--- src/rtl/eeprom_word_writer.sv ---
module eeprom_word_writer #(
  parameter int        CLK_DIV  = 2,
  parameter int        POLL_MAX = 8,
  parameter logic [7:0] OP_WREN = 8'h06,
  parameter logic [7:0] OP_WRITE = 8'h02,
  parameter logic [7:0] OP_RDSR = 8'h05,
  parameter logic [7:0] OP_A8   = 8'h08
) (
  input  logic        clk,
  input  logic        rst_n,
  input  logic        start,
  input  logic [15:0] word_off,
  input  logic [15:0] wr_data,
  input  logic [15:0] word_count,
  input  logic        cfg_addr8,
  input  logic [15:0] settle_cycles,
  input  logic        spi_miso,
  output logic        busy,
  output logic        done,
  output logic        err,
  output logic        spi_cs_n,
  output logic        spi_sck,
  output logic        spi_mosi
);

  localparam int DIV_W = (CLK_DIV > 1) ? $clog2(CLK_DIV) : 1;
  localparam int TRY_W = (POLL_MAX > 1) ? $clog2(POLL_MAX) : 1;
  localparam logic [DIV_W-1:0] DIV_LAST = DIV_W'(CLK_DIV - 1);
  localparam logic [TRY_W-1:0] TRY_LAST = TRY_W'(POLL_MAX - 1);

  typedef enum logic [1:0] {ST_IDLE, ST_GAP, ST_SHIFT, ST_SETTLE} state_t;
  typedef enum logic [1:0] {FR_POLL, FR_WREN, FR_WRITE} frame_t;

  state_t state;
  frame_t kind;
  logic [39:0] sh;
  logic [5:0]  nbits;
  logic [DIV_W-1:0] div;
  logic [TRY_W-1:0] tries;
  logic [7:0]  rx;
  logic [15:0] wait_q, settle_q, off_q, data_q;
  logic        addr8_q;

  wire [15:0] byte_addr = {off_q[14:0], 1'b0};
  wire [7:0]  wr_op     = OP_WRITE | ((addr8_q && off_q >= 16'd128) ? OP_A8 : 8'h00);
  wire [15:0] data_sw   = {data_q[7:0], data_q[15:8]};
  wire [39:0] write_img = addr8_q ? {wr_op, byte_addr[7:0], data_sw, 8'h00}
                                  : {wr_op, byte_addr, data_sw};
  wire [5:0]  write_len = addr8_q ? 6'd32 : 6'd40;

  assign busy     = (state != ST_IDLE);
  assign spi_cs_n = (state != ST_SHIFT);
  assign spi_mosi = (state == ST_SHIFT) ? sh[39] : 1'b0;

  always_ff @(posedge clk or negedge rst_n) begin
    if (!rst_n) begin
      state    <= ST_IDLE;
      kind     <= FR_POLL;
      sh       <= '0;
      nbits    <= '0;
      div      <= '0;
      tries    <= '0;
      rx       <= '0;
      wait_q   <= '0;
      settle_q <= '0;
      off_q    <= '0;
      data_q   <= '0;
      addr8_q  <= 1'b0;
      spi_sck  <= 1'b0;
      done     <= 1'b0;
      err      <= 1'b0;
    end else begin
      done <= 1'b0;
      err  <= 1'b0;
      case (state)
        ST_IDLE: begin
          if (start) begin
            if (word_off >= word_count) begin
              err <= 1'b1;
            end else begin
              off_q    <= word_off;
              data_q   <= wr_data;
              addr8_q  <= cfg_addr8;
              settle_q <= settle_cycles;
              kind     <= FR_POLL;
              sh       <= {OP_RDSR, 32'h0};
              nbits    <= 6'd16;
              tries    <= '0;
              div      <= '0;
              state    <= ST_GAP;
            end
          end
        end
        ST_GAP: begin
          if (div == DIV_LAST) begin
            div   <= '0;
            state <= ST_SHIFT;
          end else begin
            div <= div + 1'b1;
          end
        end
        ST_SHIFT: begin
          if (div != DIV_LAST) begin
            div <= div + 1'b1;
          end else begin
            div <= '0;
            if (!spi_sck) begin
              spi_sck <= 1'b1;
              rx      <= {rx[6:0], spi_miso};
            end else begin
              spi_sck <= 1'b0;
              sh      <= sh << 1;
              if (nbits != 6'd1) begin
                nbits <= nbits - 1'b1;
              end else begin
                case (kind)
                  FR_POLL: begin
                    if (!rx[0]) begin
                      kind  <= FR_WREN;
                      sh    <= {OP_WREN, 32'h0};
                      nbits <= 6'd8;
                      state <= ST_GAP;
                    end else if (tries == TRY_LAST) begin
                      err   <= 1'b1;
                      state <= ST_IDLE;
                    end else begin
                      tries <= tries + 1'b1;
                      sh    <= {OP_RDSR, 32'h0};
                      nbits <= 6'd16;
                      state <= ST_GAP;
                    end
                  end
                  FR_WREN: begin
                    kind  <= FR_WRITE;
                    sh    <= write_img;
                    nbits <= write_len;
                    state <= ST_GAP;
                  end
                  default: begin
                    wait_q <= '0;
                    state  <= ST_SETTLE;
                  end
                endcase
              end
            end
          end
        end
        default: begin
          if (wait_q == settle_q) begin
            done  <= 1'b1;
            state <= ST_IDLE;
          end else begin
            wait_q <= wait_q + 1'b1;
          end
        end
      endcase
    end
  end

endmodule

--- config.mk ---
export PLATFORM = sky130hd
export DESIGN_NAME = eeprom_word_writer
export DESIGN_NICKNAME = d
export VERILOG_FILES = /design/src/rtl/eeprom_word_writer.sv
export SDC_FILE = /design/constraint.sdc
export NUM_CORES = 1
export LEC_CHECK = 0
export ABC_CLOCK_PERIOD_IN_PS = 5600
export BUFFER_PORTS_ARGS = -buffer_cell sky130_fd_sc_hd__buf_4
export CELL_PAD_IN_SITES_DETAIL_PLACEMENT = 1
export CELL_PAD_IN_SITES_GLOBAL_PLACEMENT = 1
export CORE_ASPECT_RATIO = 1.1
export CORE_MARGIN = 8
export CORE_UTILIZATION = 50
export DETAILED_ROUTE_END_ITERATION = 16
export GPL_ROUTABILITY_DRIVEN = 0
export PLACE_DENSITY_LB_ADDON = 0.1
export SLEW_MARGIN = 20
export SYNTH_ARGS = -nofsm -noshare
export SYNTH_HDL_FRONTEND = slang
export SYNTH_SLANG_ARGS = --single-unit
export TNS_END_PERCENT = 5
--- constraint.sdc ---
create_clock -name clk -period 5.6 [get_ports clk]
set_input_delay 1.4 -clock clk [delete_from_list [all_inputs] [get_ports clk]]
set_output_delay 1.4 -clock clk [all_outputs]
set_load 0.02 [all_outputs]
# Yosys cells after proc, flatten, opt, wreduce, memory -nomap -nowiden

Cells that the tools add are included.

Register bits: 123
Logic and storage cells: 139
Output and inout port bits: 6
Memories kept: 0
Bits in read-only memories: 0
Bits in latches: 0
Input bits: 69
Memory bits (writable): 0

Shifts and indexed selects: 0
Multiplexer cells: 72
Bitwise operators: 3
Reduce and logical (&&, ||, !) cells: 21
Equality and inequality tests: 22
Magnitude comparators: 2
Div/mod/pow operators: 0
Multipliers: 0
Add/sub/neg operators: 4

Operators with widths:

| cell                    | number |
|---|---|
| $mux W40                | 7 |
| $pmux W40 S2            | 2 |
| $mux W16                | 5 |
| $mux W6                 | 7 |
| $mux W32                | 1 |
| $pmux W16 S2            | 1 |
| $mux W2                 | 13 |
| $mux W3                 | 8 |
| $pmux W6 S2             | 2 |
| $ne A2 B2 Y1 const B    | 11 |
| $mux W1                 | 17 |
| $add A16 B1 Y16 const B | 1 |
| $eq A16 B16 Y1          | 1 |
| $ge A16 B16 Y1          | 1 |
| $ge A16 B8 Y1 const B   | 1 |
| $reduce_and A7 Y1       | 2 |
| $pmux W2 S2             | 3 |
| $reduce_and A3 Y1       | 3 |
| $reduce_and A9 Y1       | 1 |
| $mux W4                 | 2 |
| $reduce_and A8 Y1       | 1 |
| $ne A6 B1 Y1 const B    | 1 |
| $pmux W2 S3             | 1 |
| $pmux W3 S2             | 1 |
| 22 further kinds        | 31 |

# Logic depth before layout (Yosys ltp)

Word-level depth: 8
Depth in mapped cells: 10
Gate-level depth less buffers: 8

# Worst setup path before layout

OpenSTA, ideal clock, no wires.

Kind: input -> register
Start: input port word_count[13]
End: register addr8_q
Path slack: 1897 ps
Data arrival time: 3578 ps
Stages on the path: 9
Library setup time: 125 ps
Cell sequence: inv_1 > ha_1 > a211oi_2 > nor2_1 > or4_4 > or4_1 > buf_6 > buf_12 > mux2_4

Cells in the longest elaborated chain, start to end: 3

Ends and longest elaborated chain:

| item                        | line | RTL |
|---|---|---|
| start, declared             | 14   | `input logic [15:0] word_count,` |
| $ge A16 B16 Y1              | 78   | `if (word_off >= word_count) begin` |
| $not A1 Y1 (no line)        | --   |  |
| $reduce_and A3 Y1 (no line) | --   |  |
| end signal, assigned        | 83   | `addr8_q <= cfg_addr8;` |
| end, declared               | 42   | `logic addr8_q;` |

No other way between the ends.
A chain may end at the register's enable or synchronous reset.

# Final worst setup path

Start: input port word_off[13]
End: register tries[2]

Cells in the longest elaborated chain, start to end: 3

Ends and longest elaborated chain:

| item                        | line | RTL |
|---|---|---|
| start, declared             | 12   | `input logic [15:0] word_off,` |
| $ge A16 B16 Y1              | 78   |  |
| $ne A2 B2 Y1 (no line)      | --   |  |
| $reduce_and A9 Y1 (no line) | --   |  |
| end signal, assigned        | 127  | `tries <= tries + 1'b1;` |
| end, declared               | 39   | `logic [TRY_W-1:0] tries;` |

No other way between the ends.

==> run summary <==
Status: finished, final reports clean
Area of the multi-input gates: 3350 um^2
Htree depth: 4
Layout area overhead: 18.1%
Die Height: 138 um
Antenna Nets Post-Route: 0
HP Class: flip-flop to flip-flop
Final Cycle Share: 0.743
Fin area: 7970 um^2
Vias in the first global route: 5908
Die width: 127 um
Global route overflow: 0
RSZ-0062 raised after global routing: false
Max-slew violations: 0
Post-CTS Hold Buffers: 0
CP max FO: 23
CTS Sinks: 123
Min Tclk post-route: 4.16 ns
Setup Skew: 0.0106 ns
Syn_area_per_cell: 10.5 um^2
WL final: 18400 um
Num ports: 75
Postcts setup bufs: 0
Top_reg_cell synth: dfrtp_1
CP Launch Type: primary input
Pre-CTS setup slack: 1.06 ns
Setup violations, final: 0
Leading area contributor after synthesis: dfrtp_1
Least-Margin Pin Slew: 0.990 ns
Placement-stage cell area: 7350 um^2
Critical Path RT: 5.89 ns
DRC: 0
Die area: 17500 um^2
Max-cap violations: 0
I/O Buffers: 74
Total track usage: 0.222
Share of cells above drive strength 1: 0.239
Initial Utilization: 0.510
Post-synthesis sequential area ratio: 0.456
Max IR drop VDD: 0.241 mV
Mapped cell area: 6740 um^2
Initial DRC count: 324
CTS resizes: 0
Reg area: 3080 um^2
Skew-Pair Late Insertion Delay: 0.42 ns
Setup slack on the worst flop-to-flop path: 2.69 ns
Count of final hold-check violations: 0
Crit path kind: primary input to flip-flop
Top-area cell type share of the netlist area: 0.456
Clk root buf: clkbuf_16
Synth cell types: 53
CTS tree: built
Clock buffers created by TritonCTS: 17
Pwr/cell area: 512 nW/um^2
ANT cells: 0
Antenna violations before repair: 0
Via density: 5.98
Leakage: 3.76 nW
Setup ws final: 1.44 ns
Peak Freq: 0.240 GHz
Synthesized Nets: 738
CTS clk-pin slew, worst paths: 0.06 ns
Headroom to the max-slew limit: 0.340
DR pass1 iterations: 5
Asr flop ratio synth: 1.00
Max clock buf depth: 2
Crit. End Element: flip-flop
First-pass GRT wire length: 30600 um
Row cnt: 44
Register bit total from synthesis: 123
Core ar.: 13200 um^2
Largest net degree at the start of global routing: 54
Post-synth EDFFs: 0
Drt wl/cell: 20.9 um
Arr. time, crit path: 4.45 ns
Setup TNS: 0 ns
Yosys warns: 0
Post-Syn Instances: 644
Top cells by area, synth: dfrtp_1 (46%), mux2_4 (10%), o21ai_0 (6.4%)
Hold Slack: 0.513 ns
Post-DP HPWL: 12400 um
Fill cells: 1459
Nets: 802
Vias: 5270
[power breakdown]
group / internal, mW / switching [mW]
Clock: 0.753 / 0.406
Sequential: 1.15 / 0.285
Combinational: 0.692 / 0.789
Total: 2.60 / 1.48
[stage by stage]
stage	total power [mW]	utilization	instances
after floorplan	2.49	-	644
after detailed placement	2.91	0.556	850
after global routing	4.30	0.603	882
after global placement	2.83	0.556	850
after CTS	4.10	0.603	882
final	4.08	0.603	882
[critical path, cell delays in order]
cell     delay (ns)
buf_4          0.12
ha_1           0.32
nand4_1        0.15
or3_1          0.44
nor3_1         0.64
o41a_1         0.74
nor2_1         0.24
a221o_1        0.40
[logic make-up (layout without fill, tap and decap cells)]
family	Yosys count	after routing	synth area share
adder cells (fa/ha/maj)	25	25	0.0464
multiplexers	79	79	0.152
AND/OR/NAND/NOR	160	160	0.117
flip-flops	123	123	0.456
buffers and inverters	65	142	0.0481
XOR/XNOR	23	23	0.0299
AO/OA/AOI/OAI	169	169	0.150
[routing by layer]
| metal | track usage | wire length [um] |
|---|---|---|
| met2 | 0.396 | 9510 |
| met1 | 0.259 | 7820 |
| met4 | 0.0780 | 334 |
| met3 | 0.0519 | 731 |
| met5 | 0 | 0 |
[cell usage in the layout, fill, tap and decap left out, types with 3 or more instances in the layout]
cell type,netlist,routed
bufinv_16,0,4
and3_1,5,5
a21o_1,4,4
nor2b_1,3,3
xnor2_1,23,23
clkbuf_16,0,17
buf_4,0,83
inv_1,27,27
a2111oi_0,3,3
o211ai_1,5,5
nor2_1,46,46
nand2b_1,7,7
mux2_4,46,46
or3_1,6,6
o31ai_1,7,7
or4_1,6,5
mux2i_1,28,28
mux2_2,5,5
nand2_1,39,39
a22oi_1,9,9
a21oi_1,35,35
a221o_1,3,3
nand3_1,12,12
clkinv_2,0,4
dfrtp_1,123,123
nand4_1,9,9
ha_1,25,25
clkinvlp_4,0,3
nor4_1,5,5
and2_1,3,3
nor3_1,10,10
o21ai_0,86,86
[final timing paths]
kind | cells past startpoint | endpoint | startpoint
worst min-delay path | 2 | sh[7] | sh[7]
worst max register to register | 6 | wait_q[8] | state[0]
max in group asynchronous | 2 | data_q[9] | rst_n
worst min register to register | 2 | sh[7] | sh[7]
worst max-delay path | 8 | tries[2] | word_off[13]
min in group asynchronous | 1 | wait_q[10] | rst_n
[state kept, by name, indices dropped and copies added (netlist names), 2 cells and up]
register / cells
kind: 2
sh: 40
nbits: 6
data_q: 16
tries: 3
settle_q: 16
state: 2
wait_q: 16
off_q: 16
[cells in the mapped netlist (all sizes together) (2+ instances only)]
cell type and n:
and3 5, o21ai 86, o211ai 5, mux2i 28
clkbuf 31, mux2 51, nand3 12, a32oi 2
or4 7, a22oi 9, and2 3, ha 25
nand2b 7, nor2 46, a21o 4, a2111oi 3
or2 2, xnor2 23, a211oi 3, or3 6
nand4 9, dfrtp 123, nor3 10, nand2 39
o21a 2, o31ai 7, buf 7, inv 27
nor4 6, a221o 3, nor2b 3, a21oi 35
[final cells by class]
type / count / share of cell area
Multi-Input combinational cell: 456 / 0.420
Sequential cell: 123 / 0.386
Timing Repair Buffer: 83 / 0.0782
Clock buffer: 20 / 0.0561
Tap cell: 161 / 0.0253
Clock inverter: 12 / 0.0215
Inverter: 27 / 0.0127
No activity file was read; power rests on OpenSTA's default activity.
